<file path="config.mk">
export PLATFORM = sky130hd
export DESIGN_NAME = outcode_conv
export DESIGN_NICKNAME = d
export VERILOG_FILES = /design/src/rtl/outcode_pkg.sv /design/src/rtl/outcode_sat.sv /design/src/rtl/outcode_map.sv /design/src/rtl/outcode_lane.sv /design/src/rtl/outcode_conv.sv
export SDC_FILE = /design/constraint.sdc
export NUM_CORES = 1
export LEC_CHECK = 0
export BUFFER_PORTS_ARGS = -buffer_cell sky130_fd_sc_hd__buf_4
export CAP_MARGIN = 10
export CORE_MARGIN = 1
export CORE_UTILIZATION = 40
export CTS_CLUSTER_SIZE = 16
export DETAILED_ROUTE_END_ITERATION = 6
export HOLD_SLACK_MARGIN = 0.08
export PLACE_DENSITY = 0.79
export SLEW_MARGIN = 40
export SYNTH_ARGS = -nofsm -noshare
export SYNTH_HDL_FRONTEND = slang
export SYNTH_SLANG_ARGS = --single-unit
</file>
<file path="constraint.sdc">
create_clock -name clk -period 1.2 [get_ports clk]
set_input_delay 0.24 -clock clk [delete_from_list [all_inputs] [get_ports clk]]
set_output_delay 0.24 -clock clk [all_outputs]
set_load 0.05 [all_outputs]
</file>
<file path="src/rtl/outcode_pkg.sv">
package outcode_pkg;
  typedef enum logic {
    CODE_BIN  = 1'b0,
    CODE_TWOS = 1'b1
  } code_mode_e;

  typedef struct packed {
    logic ovf;
    logic unf;
  } range_flags_t;
endpackage

</file>
<file path="src/rtl/outcode_sat.sv">
module outcode_sat #(
  parameter int W = 8
) (
  input  logic [W-1:0]               raw,
  input  logic                       over,
  input  logic                       under,
  output logic [W-1:0]               sat,
  output outcode_pkg::range_flags_t  flags
);
  localparam logic [W-1:0] TOP = {W{1'b1}};
  localparam logic [W-1:0] BOT = {W{1'b0}};

  always_comb begin
    flags.ovf = over;
    flags.unf = under && !over;
    if (over)       sat = TOP;
    else if (under) sat = BOT;
    else            sat = raw;
  end
endmodule

</file>
<file path="src/rtl/outcode_map.sv">
module outcode_map #(
  parameter int W = 8
) (
  input  logic [W-1:0]            sat,
  input  logic                    clip_en,
  input  outcode_pkg::code_mode_e mode,
  output logic [W-1:0]            code
);
  localparam logic [W-1:0] TOP  = {W{1'b1}};
  localparam logic [W-1:0] BOT  = {W{1'b0}};
  localparam logic [W-1:0] MSB1 = {1'b1, {(W-1){1'b0}}};

  logic [W-1:0] clipped;

  always_comb begin
    clipped = sat;
    if (clip_en) begin
      if (sat == BOT)      clipped = BOT + 1'b1;
      else if (sat == TOP) clipped = TOP - 1'b1;
    end
    code = (mode == outcode_pkg::CODE_TWOS) ? (clipped ^ MSB1) : clipped;
  end
endmodule

</file>
<file path="src/rtl/outcode_lane.sv">
module outcode_lane #(
  parameter int W = 8
) (
  input  logic         clk,
  input  logic         rst,
  input  logic         load,
  input  logic         fmt_422,
  input  logic         twos,
  input  logic [W-1:0] raw,
  input  logic         over,
  input  logic         under,
  output logic [W-1:0] code_q,
  output logic         ovf_q,
  output logic         unf_q
);
  import outcode_pkg::*;

  logic [W-1:0] sat;
  logic [W-1:0] code_d;
  range_flags_t flags;
  code_mode_e   mode;

  assign mode = twos ? CODE_TWOS : CODE_BIN;

  outcode_sat #(.W(W)) u_sat (
    .raw   (raw),
    .over  (over),
    .under (under),
    .sat   (sat),
    .flags (flags)
  );

  outcode_map #(.W(W)) u_map (
    .sat     (sat),
    .clip_en (fmt_422 && !twos),
    .mode    (mode),
    .code    (code_d)
  );

  always_ff @(posedge clk) begin
    if (rst) begin
      code_q <= '0;
      ovf_q  <= 1'b0;
      unf_q  <= 1'b0;
    end else if (load) begin
      code_q <= code_d;
      ovf_q  <= flags.ovf;
      unf_q  <= flags.unf;
    end
  end
endmodule

</file>
<file path="src/rtl/outcode_conv.sv">
module outcode_conv #(
  parameter int LANES = 3,
  parameter int W     = 8
) (
  input  logic               clk,
  input  logic               rst,
  input  logic               fmt_422,
  input  logic [LANES-1:0]   twos_sel,
  input  logic               in_valid,
  output logic               in_ready,
  input  logic [LANES*W-1:0] in_code,
  input  logic [LANES-1:0]   in_over,
  input  logic [LANES-1:0]   in_under,
  output logic               out_valid,
  input  logic               out_ready,
  output logic [LANES*W-1:0] out_code,
  output logic [LANES-1:0]   out_ovf,
  output logic [LANES-1:0]   out_unf
);
  logic vld_q;
  logic take;

  assign in_ready  = !vld_q || out_ready;
  assign take      = in_valid && in_ready;
  assign out_valid = vld_q;

  always_ff @(posedge clk) begin
    if (rst)            vld_q <= 1'b0;
    else if (take)      vld_q <= 1'b1;
    else if (out_ready) vld_q <= 1'b0;
  end

  for (genvar i = 0; i < LANES; i++) begin : g_lane
    outcode_lane #(.W(W)) u_lane (
      .clk     (clk),
      .rst     (rst),
      .load    (take),
      .fmt_422 (fmt_422),
      .twos    (twos_sel[i]),
      .raw     (in_code[i*W +: W]),
      .over    (in_over[i]),
      .under   (in_under[i]),
      .code_q  (out_code[i*W +: W]),
      .ovf_q   (out_ovf[i]),
      .unf_q   (out_unf[i])
    );
  end
endmodule

</file>
==> reports/qor_table.md, run 1 <==
| Step | Parameter | Value |
|---|---|---|
| run status | Outcome | complete, but fails checks |
| run status | Violated checks | setup timing |
| clock tree | Master cell of the clock root buffer | clkbuf_8 |
| synthesis | Synthesized flop and latch total | 31 |
| detailed routing | Iteration count of the initial detailed-routing pass | 4 |
| timing | Final count of pins violating max slew | 0 |
| synthesis | YS warnings | 0 |
| detailed routing | Antenna-violating nets left | 0 |
| timing | Final Hold Vio Count | 0 |
| placed design | Total of buffers placed on input and output ports | 69 |
| timing | RSZ-0062 raised after global routing | true |
| grt | Total global routing track utilization | 21.5% |
| synthesis | Syn Inst Count | 188 |
| synthesis | Top area cells in the synthesized netlist | dfxtp_1 (41%), a21oi_1 (12%), a211oi_1 (9.0%) |
| worst hold path | Cell count of the worst hold path | 3 |
| die | Initial Util | 43.4% |
| layout | Count of nets after finishing | 308 |
| setup path | Maximum fanout encountered on the critical timing path | 5 |
| setup path | R2R Path Start | out_valid |
| timing | Sum of negative setup slack | -0.0182 ns |
| timing | Setup-failing EPs final | 2 |
| setup path | Count of cells along the worst register-to-register path | 4 |
| worst hold path | Hold endpoint | g_lane[2].u_lane.ovf_q |
| timing | Post-route clock skew | 0.00695 ns |
| clock tree | TritonCTS Buffers | 5 |
| timing | Slew at the pin closest to its max-slew limit | 0.342 ns |
| detailed routing | Average wire length per cell after detail routing | 12.7 um |
| layout | Number of antenna cells inserted | 0 |
| synthesis | Fraction of synthesized cell area taken by the top area cell type | 41.3% |
| synthesis | Number of different library cells in the post-synthesis netlist | 26 |
| pwr | Total leakage power | 1.00 nW |
| grt | First-pass GRT wire length | 6670 um |
| synthesis | Proportion of synthesized flip-flops having asynchronous set or reset | 0% |
| placed design | Post-DP HPWL | 3040 um |
| synthesis | EDFF count, synth | 0 |
| job | Max-cap check violation count | 0 |
| setup path | Data required time of the critical path | 1.41 ns |
| layout | Layout Utilization | 66.6% |
| pwr | Sequential share of power | 41.2% |
| timing | Final worst setup slack | -0.0131 ns |
| worst hold path | Min-delay worst type | in2reg |
| grt | Pin count of the biggest net entering global routing | 32 |
| setup path | Worst reg2reg path endpoint | g_lane[2].u_lane.code_q[0] |
| placed design | Post-placement worst setup slack | -0.218 ns |
| pwr | Internal | 1.85 mW |
| timing | Smallest hold slack | 0.249 ns |
| timing | Slew headroom | 77.2% |
| detailed routing | Detailed Route WL | 4020 um |
| setup path | Highest cell delay on the worst timing path | 0.50 ns |
| setup path | CP max-delay cell | or4b_1 |
| synthesis | Top flip-flop cell by instance count after synthesis | dfxtp_1 |
| grt | GR peak layer | met2 |
| pwr | Switching component of the power | 933 uW |
| grt | Number of global-route vias before repair | 1441 |
| grt | Final global-route overflow total | 0 |
| setup path | Slack of the worst reg-to-reg path | -0.01 ns |
| pwr | Peak supply drop | 0.733 mV |
| pwr | Fraction of power spent switching nets | 33.5% |
| placed design | Placed cell areas | 0.00218 mm2 |
| layout | Filler cells | 337 |
| grt | Met1 Resource Use GR | 26.6% |
| placed design | Placer's final routability congestion estimate | 0.848 |
| die | Die outline width | 63.3 um |
| die | Area of the die | 0.00401 mm2 |
| clock tree | Clock tree sinks | 31 |
| die | Placeable core region | 0.00347 mm2 |
| timing | Ratio of final minimum period to clock period | 101% |
| synthesis | Per-instance average area after synthesis | 8.00 um2 |
| clock tree | Number of hold buffers added after CTS | 0 |
| synthesis | Syn nets | 226 |
| layout | Final design area excluding fillers | 0.00231 mm2 |
| timing | Maximum clock rate | 824 MHz |
| grt | Global-route met3 utilization | 5.25% |
| setup path | Ordered list of cells on the worst path | nand2b_4 > nand2_4 > or4b_1 > a31oi_1 |
| detailed routing | Number of DRC violations after detailed routing | 0 |
| grt | Global routing met2 resource utilization | 36.4% |
| timing | Final critical delay including setup and external delays | 1.21 ns |
| die | I/O pins | 70 |
| clock tree | Source-to-sink clock delay at the later pin of the worst-skew pair | 0.28 ns |
| synthesis | Part of the Yosys area used for sequential elements | 41.3% |
| layout | Area grow syn2layout | 53.7% |
| clock tree | Clock buffer depth | 2 |
| pwr | Power density of the placed cells | 1210 mW/mm2 |
| worst hold path | Hold Startpoint | in_over[2] |
| clock tree | Clock transition at the registers of the reported paths | 0.06 ns |
| clock tree | CTS tree | yes |
| setup path | Data arrival time of the critical path | 1.42 ns |
| pwr | Clk pwr share | 27.8% |
| setup path | Crit path capture type | flop |
| detailed routing | Total number of vias | 1623 |
| die | Die height | 63.3 um |
| grt | Initial antenna violation count | 0 |
| setup path | Crit path launch | out_valid |
| die | Number of core rows | 21 |
| synthesis | Synth area leader | dfxtp_1 |
| setup path | Critical path class | reg2reg |
| detailed routing | Initial drt markers | 98 |
| synthesis | Post-synthesis instance area | 0.00150 mm2 |
| pwr | Part of the total power dissipated in combinational logic | 31.0% |
| detailed routing | Post-DR vias/cell | 5.12 |
| clock tree | Depth of the CTS H-tree | 2 |
| layout | Layout cell share with drive strength beyond 1 | 41.0% |
| setup path | Startpoint class of the critical path | flop |
worst max-delay path: cells and delay by family, from the launching register on:
family	cells	cell delay [ns]
AND/OR/NAND/NOR	3	0.66
flip-flops	1	0.35
AO/OA/AOI/OAI	1	0.13
power by group through the flow:
stage	registers, mW	logic (mW)	clock network [mW]
floorplan	1.40	0.287	0
global placement	1.17	0.834	0
detailed placement	1.17	0.844	0
CTS	1.15	0.858	0.791
global route	1.16	0.922	0.854
finish	1.15	0.865	0.774
sequential cells by signal, indices dropped and copies added, names as in the netlist:
name	count
g_lane.u_lane.unf_q	3
g_lane.u_lane.ovf_q	3
g_lane.u_lane.code_q	24
out_valid	1
layout by cell type, fill, tap and decap left out, types with 2 or more instances in the layout:
| cell type | count |
|---|---|
| o211ai_1 | 2 |
| nand2_1 | 13 |
| nand4_1 | 3 |
| nor4_2 | 3 |
| inv_1 | 4 |
| or3_1 | 9 |
| a211oi_2 | 2 |
| clkbuf_8 | 5 |
| a211oi_1 | 16 |
| nor2b_1 | 3 |
| nand2b_1 | 3 |
| nand3_1 | 6 |
| buf_6 | 2 |
| nor3b_1 | 3 |
| nor3_1 | 4 |
| nor2_1 | 18 |
| clkbuf_1 | 2 |
| a21oi_1 | 35 |
| o21ai_0 | 3 |
| buf_4 | 90 |
| nand4b_1 | 2 |
| dfxtp_1 | 30 |
cell type report:
cell class                      instances  area (um2)  share of cell area, %
Multi-Input combinational cell        134         800                   34.6
Clock inverter                          1        5.00                  0.217
Sequential cell                        31         624                   27.0
Tap cell                               46        57.6                   2.49
Clock buffer                            7        76.3                   3.30
Timing Repair Buffer                   94         733                   31.7
Inverter                                4        15.0                  0.650
synth_stat cells, types with 3 or more instances:
library cell	count
nand2_1	13
nand3_1	6
dfxtp_1	31
a21oi_1	35
nand4_1	3
nor3b_1	3
buf_2	5
a211oi_1	18
nor2_1	18
nor4_2	3
inv_1	4
nand2b_1	4
buf_4	7
o21ai_0	3
clkbuf_1	7
nor3_1	4
or3_1	9
nor2b_1	3
per-stage QoR:
step                power (mW)  cells
detailed placement        2.01    308
global placement          2.00    308
floorplan                 1.69    188
CTS                       2.80    317
global route              2.93    317
finish                    2.79    317
cell families (layout without fill, tap and decap cells):
family                 after synthesis  count (layout)  share of synthesized area, %
and+or+nand+nor                     73              73                          26.6
DFF                                 31              31                          41.3
buffers and inverters               23             106                          7.90
AOI/OAI and AO/OA                   61              61                          24.2
metal layers:
layer  up-vias  routed length [um]
met5         -                   0
met4         0                  29
met3         4                 172
met2        41                2040
met1       735                1780
li1        843                   -
repair_timing:
action,CTS,global route
pin swaps,0,2
gates resized for setup,5,5
setup endpoints to repair,27,26
buffers inserted,1,0
worst max-delay path by stage:
stage                                             to  slack [ns]  cells past startpoint
after floorplan           g_lane[2].u_lane.code_q[0]       -0.22                      5
after global placement    g_lane[1].u_lane.code_q[0]       -0.19                      5
after detailed placement  g_lane[1].u_lane.code_q[0]       -0.22                      5
after CTS                 g_lane[2].u_lane.code_q[5]       -0.01                      5
after global routing      g_lane[2].u_lane.code_q[0]       -0.06                      4
final                     g_lane[2].u_lane.code_q[0]       -0.01                      4
Note: power is estimated with default switching activity, not from simulation.
==> inputs of run 2 (changes only) <==
--- a/config.mk
+++ b/config.mk
@@ -12,6 +12,7 @@
 export CTS_CLUSTER_SIZE = 16
 export DETAILED_ROUTE_END_ITERATION = 6
 export HOLD_SLACK_MARGIN = 0.08
+export MAX_ROUTING_LAYER = met4
 export PLACE_DENSITY = 0.79
 export SLEW_MARGIN = 40
 export SYNTH_ARGS = -nofsm -noshare
==> constraint.sdc (replaced) <==
create_clock -name clk -period 1.2 [get_ports clk]
set_input_delay 0.18 -clock clk [delete_from_list [all_inputs] [get_ports clk]]
set_output_delay 0.18 -clock clk [all_outputs]
set_load 0.05 [all_outputs]
==> reports/qor_table.md, run 2 (same netlist as run 1, synthesis figures left out) <==
| Step | Parameter | Value | vs previous |
|---|---|---|---|
| layout | Number of flip-flops under the largest register name | 24 | unchanged |
| timing | Slew at the pin closest to its max-slew limit | 0.343 ns | +0.00160 ns |
| setup path | Ordered list of cells on the worst path | nand2b_4 > buf_4 > buf_8 |  |
| placed design | Placer's final routability congestion estimate | 0.886 | +4.5% |
| clock tree | Master cell of the clock root buffer | clkbuf_8 |  |
| pwr | Internal | 1.97 mW | +6.1% |
| layout | Most common cell after layout, fill and taps aside | buf_4 |  |
| pwr | Peak supply drop | 0.823 mV | +12% |
| setup path | Count of cells along the worst register-to-register path | 4 | unchanged |
| pwr | Total power | 2.90 mW | +4.2% |
| clock tree | Clock tree sinks | 31 | unchanged |
| layout | Area grow syn2layout | 53.3% |  |
| grt | Pin count of the biggest net entering global routing | 32 | unchanged |
| detailed routing | Antenna-violating nets left | 0 | unchanged |
| setup path | Maximum fanout encountered on the critical timing path | 4 | -1 |
| setup path | Highest cell delay on the worst timing path | 0.36 ns | -0.14 ns |
| timing | Final Hold Vio Count | 0 | unchanged |
| layout | Leading cell types in the layout, fill and taps excluded | buf_4 (89), a21oi_1 (35), dfxtp_1 (30), nor2_1 (18), a211oi_1 (17) |  |
| clock tree | Clock buffer depth | 2 | unchanged |
| pwr | Fraction of power spent switching nets | 32.3% | -1.2 points |
| detailed routing | Initial drt markers | 104 | +6.1% |
| grt | Number of global-route vias before repair | 1484 | +3.0% |
| die | Die outline width | 63.3 um | unchanged |
| die | Area of the die | 0.00401 mm2 | unchanged |
| layout | Final design area excluding fillers | 0.00231 mm2 | -0.22% |
| clock tree | Clock transition at the registers of the reported paths | 0.06 ns | about the same |
| layout | Layout Utilization | 66.5% | -0.14 points |
| clock tree | TritonCTS Buffers | 5 | unchanged |
| pwr | Total leakage power | 1.00 nW | about the same |
| setup path | Startpoint class of the critical path | flop |  |
| clock tree | Number of hold buffers added after CTS | 0 | unchanged |
| timing | Post-route clock skew | 0.00299 ns | -0.00395 ns |
| setup path | Largest delay contributor family on the critical path | flip-flops |  |
| job | Max-cap check violation count | 0 | unchanged |
| placed design | Post-DP HPWL | 2920 um | -3.7% |
| timing | Ratio of final minimum period to clock period | 100% | -1.1 points |
| grt | First-pass GRT wire length | 6630 um | -0.53% |
| clock tree | Post-CTS Repair Setup Buffers | 0 | -1 |
| layout | Layout cell share with drive strength beyond 1 | 40.0% | -0.96 points |
| timing | Final critical delay including setup and external delays | 1.20 ns | -0.0130 ns |
| placed design | Placed cells | 308 | unchanged |
| worst hold path | Cell count of the worst hold path | 3 | unchanged |
| timing | Final count of pins violating max slew | 0 | unchanged |
| setup path | Data arrival time of the critical path | 1.02 ns | -0.40 ns |
| placed design | Total of buffers placed on input and output ports | 69 | unchanged |
| die | Initial Util | 43.4% | unchanged |
| clock tree | CTS tree | yes |  |
| pwr | Power density of the placed cells | 1260 mW/mm2 | +4.5% |
| clock tree | Source-to-sink clock delay at the later pin of the worst-skew pair | 0.29 ns | about the same |
| timing | Sum of negative setup slack | -0.0000909 ns | +0.0181 ns |
| pwr | Switching component of the power | 939 uW | +0.58% |
| grt | Final global-route overflow total | 0 | unchanged |
| die | I/O pins | 70 | unchanged |
| detailed routing | Detailed Route WL | 4120 um | +2.5% |
| die | Placeable core region | 0.00347 mm2 | unchanged |
| timing | Setup-failing EPs final | 1 | -1 |
| run status | Outcome | complete, but fails checks |  |
| setup path | Number of cells on the critical path | 3 | -1 |
| setup path | Critical path class | reg2out |  |
| layout | Count of nets after finishing | 307 | -0.32% |
| detailed routing | Number of DRC violations after detailed routing | 0 | unchanged |
| detailed routing | Total number of vias | 1662 | +2.4% |
| die | Number of core rows | 21 | unchanged |
| detailed routing | Post-DR vias/cell | 5.26 | +2.7% |
| layout | Registers with the most flip-flops | g_lane.u_lane.code_q (24), g_lane.u_lane.ovf_q (3), g_lane.u_lane.unf_q (3) |  |
| setup path | Buf/Inv on CP | 2 | +2 |
| grt | Total global routing track utilization | 21.7% | +0.26 points |
| layout | Largest reg by FF count | g_lane.u_lane.code_q |  |
| setup path | CP max-delay cell | dfxtp_4 |  |
| pwr | Part of the total power dissipated in combinational logic | 29.7% | -1.3 points |
| layout | Number of antenna cells inserted | 0 | unchanged |
| timing | Final worst setup slack | -0.0000909 ns | +0.0130 ns |
| timing | RSZ-0062 raised after global routing | true |  |
| clock tree | Depth of the CTS H-tree | 2 | unchanged |
| pwr | Sequential share of power | 39.5% | -1.7 points |
| setup path | Data required time of the critical path | 1.02 ns | -0.39 ns |
| die | Die height | 63.3 um | unchanged |
| grt | Initial antenna violation count | 0 | unchanged |
| timing | Maximum clock rate | 833 MHz | +1.1% |
| detailed routing | Iteration count of the initial detailed-routing pass | 6 | +2 |
| detailed routing | Average wire length per cell after detail routing | 13.0 um | +2.8% |
| layout | Non-Filler Instances | 316 | -0.32% |
| pwr | Clk pwr share | 30.8% | +3.0 points |
| placed design | Placed cell areas | 0.00216 mm2 | -0.57% |
| worst hold path | Min-delay worst type | in2reg |  |
| setup path | Crit path capture type | primary output |  |
| run status | Violated checks | setup timing |  |
| timing | Slew headroom | 77.1% | -0.11 points |
## run 2: cell types whose count changed in the layout (fill, tap and decap cells not counted), sizes merged
cell and change:
buf -1, clkbuf +1, clkinv -1
## run 2: path summary, 6_finish.rpt
kind | start | slack [ns] | endpoint
min reg2reg | g_lane[1].u_lane.code_q[7] | 0.45 | g_lane[1].u_lane.code_q[7]
min | in_over[1] | 0.17 | g_lane[1].u_lane.ovf_q
max | out_valid | -0.00009 | in_ready
max reg2reg | out_valid | -0.00009 | g_lane[2].u_lane.code_q[0]
## run 2: worst min-delay path, delay by kind of cell
family	cells	cell delay [ns]
AOI/OAI and AO/OA	1	0.05
buffers and inverters	1	0.13
and+or+nand+nor	1	0.05
## run 2: through the flow
step | hold WS [ns] | worst slack, ns
2_1_floorplan | 0.253 | -0.217
3_3_place_gp | 0.441 | -0.144
3_5_place_dp | 0.449 | -0.184
4_1_cts | 0.170 | -0.0323
5_1_grt | 0.173 | -0.0547
6_report | 0.170 | -0.0000909
## run 2: power by group through the flow
stage / clock network, mW / logic, mW / registers (mW)
5_1_grt: 0.949 / 0.919 / 1.16
3_3_place_gp: 0 / 0.829 / 1.17
4_1_cts: 0.909 / 0.848 / 1.15
3_5_place_dp: 0 / 0.838 / 1.17
6_report: 0.894 / 0.863 / 1.15
2_1_floorplan: 0 / 0.287 / 1.40
## run 2: layer usage
layer,wire length [um],share of wire [%],vias up,GRT usage (%)
li1,-,-,841,-
met1,1840,45,757,25.2
met2,1960,48,58,34.9
met3,239,5.8,6,5.62
met4,68,1.7,0,10.2
met5,0,0,-,-
## run 2: final cells by class
type                            count  area, um2
Multi-Input combinational cell    134        785
Tap cell                           46       57.6
Clock buffer                        8        100
Timing Repair Buffer               93        724
Fill cell                         331       1160
Inverter                            4       15.0
Sequential cell                    31        624
## run 2: what timing repair did
item                       in CTS  in global routing
pin swaps                       0                  3
resized for setup               3                  8
setup endpoints to repair      30                 26
==> inputs of run 3 (changes only) <==
--- a/config.mk
+++ b/config.mk
@@ -5,6 +5,7 @@
 export SDC_FILE = /design/constraint.sdc
 export NUM_CORES = 1
 export LEC_CHECK = 0
+export ABC_AREA = 1
 export BUFFER_PORTS_ARGS = -buffer_cell sky130_fd_sc_hd__buf_4
 export CAP_MARGIN = 10
 export CORE_MARGIN = 1
@@ -13,7 +14,7 @@
 export DETAILED_ROUTE_END_ITERATION = 6
 export HOLD_SLACK_MARGIN = 0.08
 export MAX_ROUTING_LAYER = met4
-export PLACE_DENSITY = 0.79
+export PLACE_DENSITY = 0.78
 export SLEW_MARGIN = 40
 export SYNTH_ARGS = -nofsm -noshare
 export SYNTH_HDL_FRONTEND = slang
==> reports/qor_table.md, run 3 <==
| Step | Parameter | Value | vs previous |
|---|---|---|---|
| run status | Outcome | finished clean |  |
| synthesis | Post-synth top cells | nand2_1 (42), nor2_1 (40), dfxtp_1 (31), o21ai_0 (22), a21oi_1 (18) |  |
| die | Die outline width | 64.9 um | +2.4% |
| placed design | Total of buffers placed on input and output ports | 69 | unchanged |
| timing | Smallest hold slack | 0.158 ns | -0.0119 ns |
| die | I/O pins | 70 | unchanged |
| detailed routing | Detailed Route WL | 3730 um | -9.5% |
| clock tree | Clock buffer depth | 2 | unchanged |
| placed design | Post-DP HPWL | 2770 um | -5.3% |
| placed design | Placed cells | 333 | +8.1% |
| setup path | Number of cells on the critical path | 2 | -1 |
| die | Placeable core region | 0.00372 mm2 | +7.1% |
| layout | Storage element area | 624 um2 | unchanged |
| synthesis | Syn nets | 268 | +19% |
| detailed routing | Total number of vias | 1670 | +0.48% |
| clock tree | Depth of the CTS H-tree | 2 | unchanged |
| timing | Slew at the pin closest to its max-slew limit | 0.308 ns | -0.0354 ns |
| grt | First-pass GRT wire length | 5950 um | -10% |
| detailed routing | Iteration count of the initial detailed-routing pass | 4 | -2 |
| detailed routing | Number of DRC violations after detailed routing | 0 | unchanged |
| pwr | Power density of the placed cells | 1270 mW/mm2 | +0.68% |
| layout | Most common cell after layout, fill and taps aside | buf_4 |  |
| die | Number of core rows | 22 | +4.8% |
| timing | Ratio of final minimum period to clock period | 90.8% | -9.2 points |
| placed design | Placed cell areas | 0.00210 mm2 | -2.8% |
| layout | Number of flip-flops under the largest register name | 24 | unchanged |
| job | Max-cap check violation count | 0 | unchanged |
| setup path | Worst reg2reg path endpoint | g_lane[1].u_lane.code_q[2] |  |
| synthesis | Top flip-flop cell by instance count after synthesis | dfxtp_1 |  |
| layout | Leading cell types in the layout, fill and taps excluded | buf_4 (71), nand2_1 (42), nor2_1 (40), dfxtp_1 (30), o21ai_0 (19) |  |
| timing | RSZ-0062 raised after global routing | false |  |
| grt | Final global-route overflow total | 0 | unchanged |
| synthesis | Number of different library cells in the post-synthesis netlist | 24 | -7.7% |
| setup path | Largest delay contributor family on the critical path | flip-flops |  |
| pwr | Total power | 2.77 mW | -4.5% |
| die | Area of the die | 0.00421 mm2 | +4.9% |
| worst hold path | Hold endpoint | out_valid |  |
| synthesis | YS warnings | 0 | unchanged |
| layout | Count of nets after finishing | 330 | +7.5% |
| timing | Slew headroom | 79.5% | +2.3 points |
| setup path | Slack of the worst reg-to-reg path | 0.15 ns | +0.15 ns |
| layout | Area grow syn2layout | 38.4% |  |
| detailed routing | Antenna-violating nets left | 0 | unchanged |
| die | Die height | 64.9 um | +2.4% |
| timing | Setup-failing EPs final | 0 | -1 |
| setup path | Data required time of the critical path | 1.02 ns | about the same |
| synthesis | Synthesized flop and latch total | 31 | unchanged |
| layout | Layout cell share with drive strength beyond 1 | 30.4% | -9.6 points |
| timing | Final critical delay including setup and external delays | 1.09 ns | -0.110 ns |
| timing | Post-route clock skew | 0.00197 ns | -0.00102 ns |
| synthesis | Fraction of synthesized cell area taken by the top area cell type | 39.3% | -2.0 points |
| worst hold path | Hold Startpoint | rst |  |
| setup path | Startpoint class of the critical path | flop |  |
| die | Initial Util | 42.5% | -0.84 points |
| clock tree | Source-to-sink clock delay at the later pin of the worst-skew pair | 0.28 ns | about the same |
| grt | Pin count of the biggest net entering global routing | 53 | +66% |
| worst hold path | Min-delay worst type | in2reg |  |
| clock tree | Clock transition at the registers of the reported paths | 0.06 ns | about the same |
| synthesis | Top area cells in the synthesized netlist | dfxtp_1 (39%), nand2_1 (10%), nor2_1 (9.5%) |  |
| setup path | Data arrival time of the critical path | 0.91 ns | -0.11 ns |
| detailed routing | Initial drt markers | 81 | -22% |
| setup path | R2R Path Start | out_valid |  |
| setup path | Count of cells along the worst register-to-register path | 5 | +1 |
| layout | Final design area excluding fillers | 0.00219 mm2 | -5.2% |
| layout | Largest reg by FF count | g_lane.u_lane.code_q |  |
| clock tree | Number of hold buffers added after CTS | 0 | unchanged |
| synthesis | Part of the Yosys area used for sequential elements | 39.3% | -2.0 points |
| layout | Number of antenna cells inserted | 0 | unchanged |
| synthesis | EDFF count, synth | 0 | unchanged |
| layout | Total area of multi-input combinational cells | 790 um2 | +0.64% |
| timing | Sum of negative setup slack | 0 ns | +0.0000909 ns |
| setup path | Critical path class | reg2out |  |
| timing | Maximum clock rate | 917 MHz | +10% |
| pwr | Total leakage power | 1.07 nW | +6.9% |
| clock tree | Master cell of the clock root buffer | clkbuf_8 |  |
| clock tree | TritonCTS Buffers | 5 | unchanged |
| synthesis | Syn Inst Count | 230 | +22% |
| layout | Registers with the most flip-flops | g_lane.u_lane.code_q (24), g_lane.u_lane.ovf_q (3), g_lane.u_lane.unf_q (3) |  |
| pwr | Peak supply drop | 0.595 mV | -28% |
| setup path | Crit path capture type | primary output |  |
| layout | Non-Filler Instances | 341 | +7.9% |
| synthesis | Proportion of synthesized flip-flops having asynchronous set or reset | 0% | unchanged |
| layout | Filler cells | 398 | +20% |
| synthesis | Synth area leader | dfxtp_1 |  |
| placed design | Placer's final routability congestion estimate | 0.809 | -8.7% |
| synthesis | Most repeated cell in the gate-level netlist after synthesis | nand2_1 |  |
| setup path | Buf/Inv on CP | 1 | -1 |
| clock tree | Clock tree sinks | 31 | unchanged |
| setup path | Highest cell delay on the worst timing path | 0.36 ns | about the same |
| clock tree | CTS tree | yes |  |
| setup path | Crit path launch | out_valid |  |
| timing | Final Hold Vio Count | 0 | unchanged |
| setup path | CP max-delay cell | dfxtp_4 |  |
| detailed routing | Average wire length per cell after detail routing | 10.9 um | -16% |
| setup path | Maximum fanout encountered on the critical timing path | 3 | -1 |
| synthesis | Post-synthesis instance area | 0.00158 mm2 | +5.1% |
| worst hold path | Cell count of the worst hold path | 2 | -1 |
| grt | Initial antenna violation count | 0 | unchanged |
| timing | Final count of pins violating max slew | 0 | unchanged |
| detailed routing | Post-DR vias/cell | 4.90 | -6.9% |
| grt | Total global routing track utilization | 18.8% | -2.9 points |
| grt | Number of global-route vias before repair | 1402 | -5.5% |
| synthesis | Per-instance average area after synthesis | 6.87 um2 | -14% |
| setup path | Ordered list of cells on the worst path | nand2_8 > buf_4 |  |
[run 3: cell types whose count changed after synthesis, moves of 9 or more]
| cell | before | now |
|---|---|---|
| a211oi_1 | 18 | 2 |
| a21oi_1 | 35 | 18 |
| a31oi_1 | 1 | 10 |
| inv_1 | 4 | 14 |
| nand2_1 | 13 | 42 |
| nand3_1 | 6 | 15 |
| nor2_1 | 18 | 40 |
| o21ai_0 | 3 | 22 |
| or3_1 | 9 | 0 |
[run 3: per-stage QoR]
stage                     utilization [%]  worst slack [ns]
after floorplan                         -          -0.00721
after global placement               56.6             0.100
after detailed placement             56.6            0.0698
after CTS                            58.8            0.0962
after global routing                 58.9            0.0607
final                                58.9             0.110
[run 3: worst max-delay path by stage]
| stage | endpoint | slack [ns] |
|---|---|---|
| 4_1_cts | in_ready | 0.1 |
| 2_1_floorplan | g_lane[0].u_lane.code_q[7] | -0.007 |
| 3_3_place_gp | g_lane[2].u_lane.code_q[7] | 0.10 |
| 5_1_grt | g_lane[2].u_lane.code_q[5] | 0.06 |
| 6_report | in_ready | 0.11 |
| 3_5_place_dp | g_lane[2].u_lane.code_q[7] | 0.07 |
[run 3: report_power, final]
| group | switching (mW) | total, mW | internal [mW] |
|---|---|---|---|
| Combinational | 0.557 | 0.852 | 0.296 |
| Clock | 0.356 | 0.762 | 0.406 |
| Sequential | 0.0457 | 1.16 | 1.11 |
| Total | 0.959 | 2.77 | 1.82 |
[run 3: logic make-up (layout without fill, tap and decap cells)]
| kind of cell | count (synthesis) | after routing | synth area share [%] |
|---|---|---|---|
| AND/OR/NAND/NOR | 104 | 104 | 27.3 |
| AO/OA/AOI/OAI | 56 | 56 | 19.6 |
| buffers and inverters | 36 | 99 | 12.2 |
| flip-flops | 31 | 31 | 39.3 |
| XOR/XNOR | 3 | 3 | 1.66 |
[run 3: area by class of cell]
type,instances,share of cell area (%)
clock buffer,7,3.49
clock inverter,1,0.229
inverter,19,3.60
multi-input combinational,163,36.1
sequential,31,28.5
tap,48,2.75
timing repair buffer,72,25.3
[run 3: timing repair]
item,in CTS,in global routing
resized for setup,0,1
endpoints found under the hold margin,0,0
setup buffers,0,0
setup endpoints to repair,0,1
[run 3: routing by layer]
metal	share of wire (%)	vias to the layer above	wire length, um	global-route usage (%)
met2	47	58	1760	29.6
met1	45	726	1690	22.7
met4	1.6	0	61	8.33
met3	5.8	7	216	4.58
li1	-	879	-	-
met5	0	-	0	-
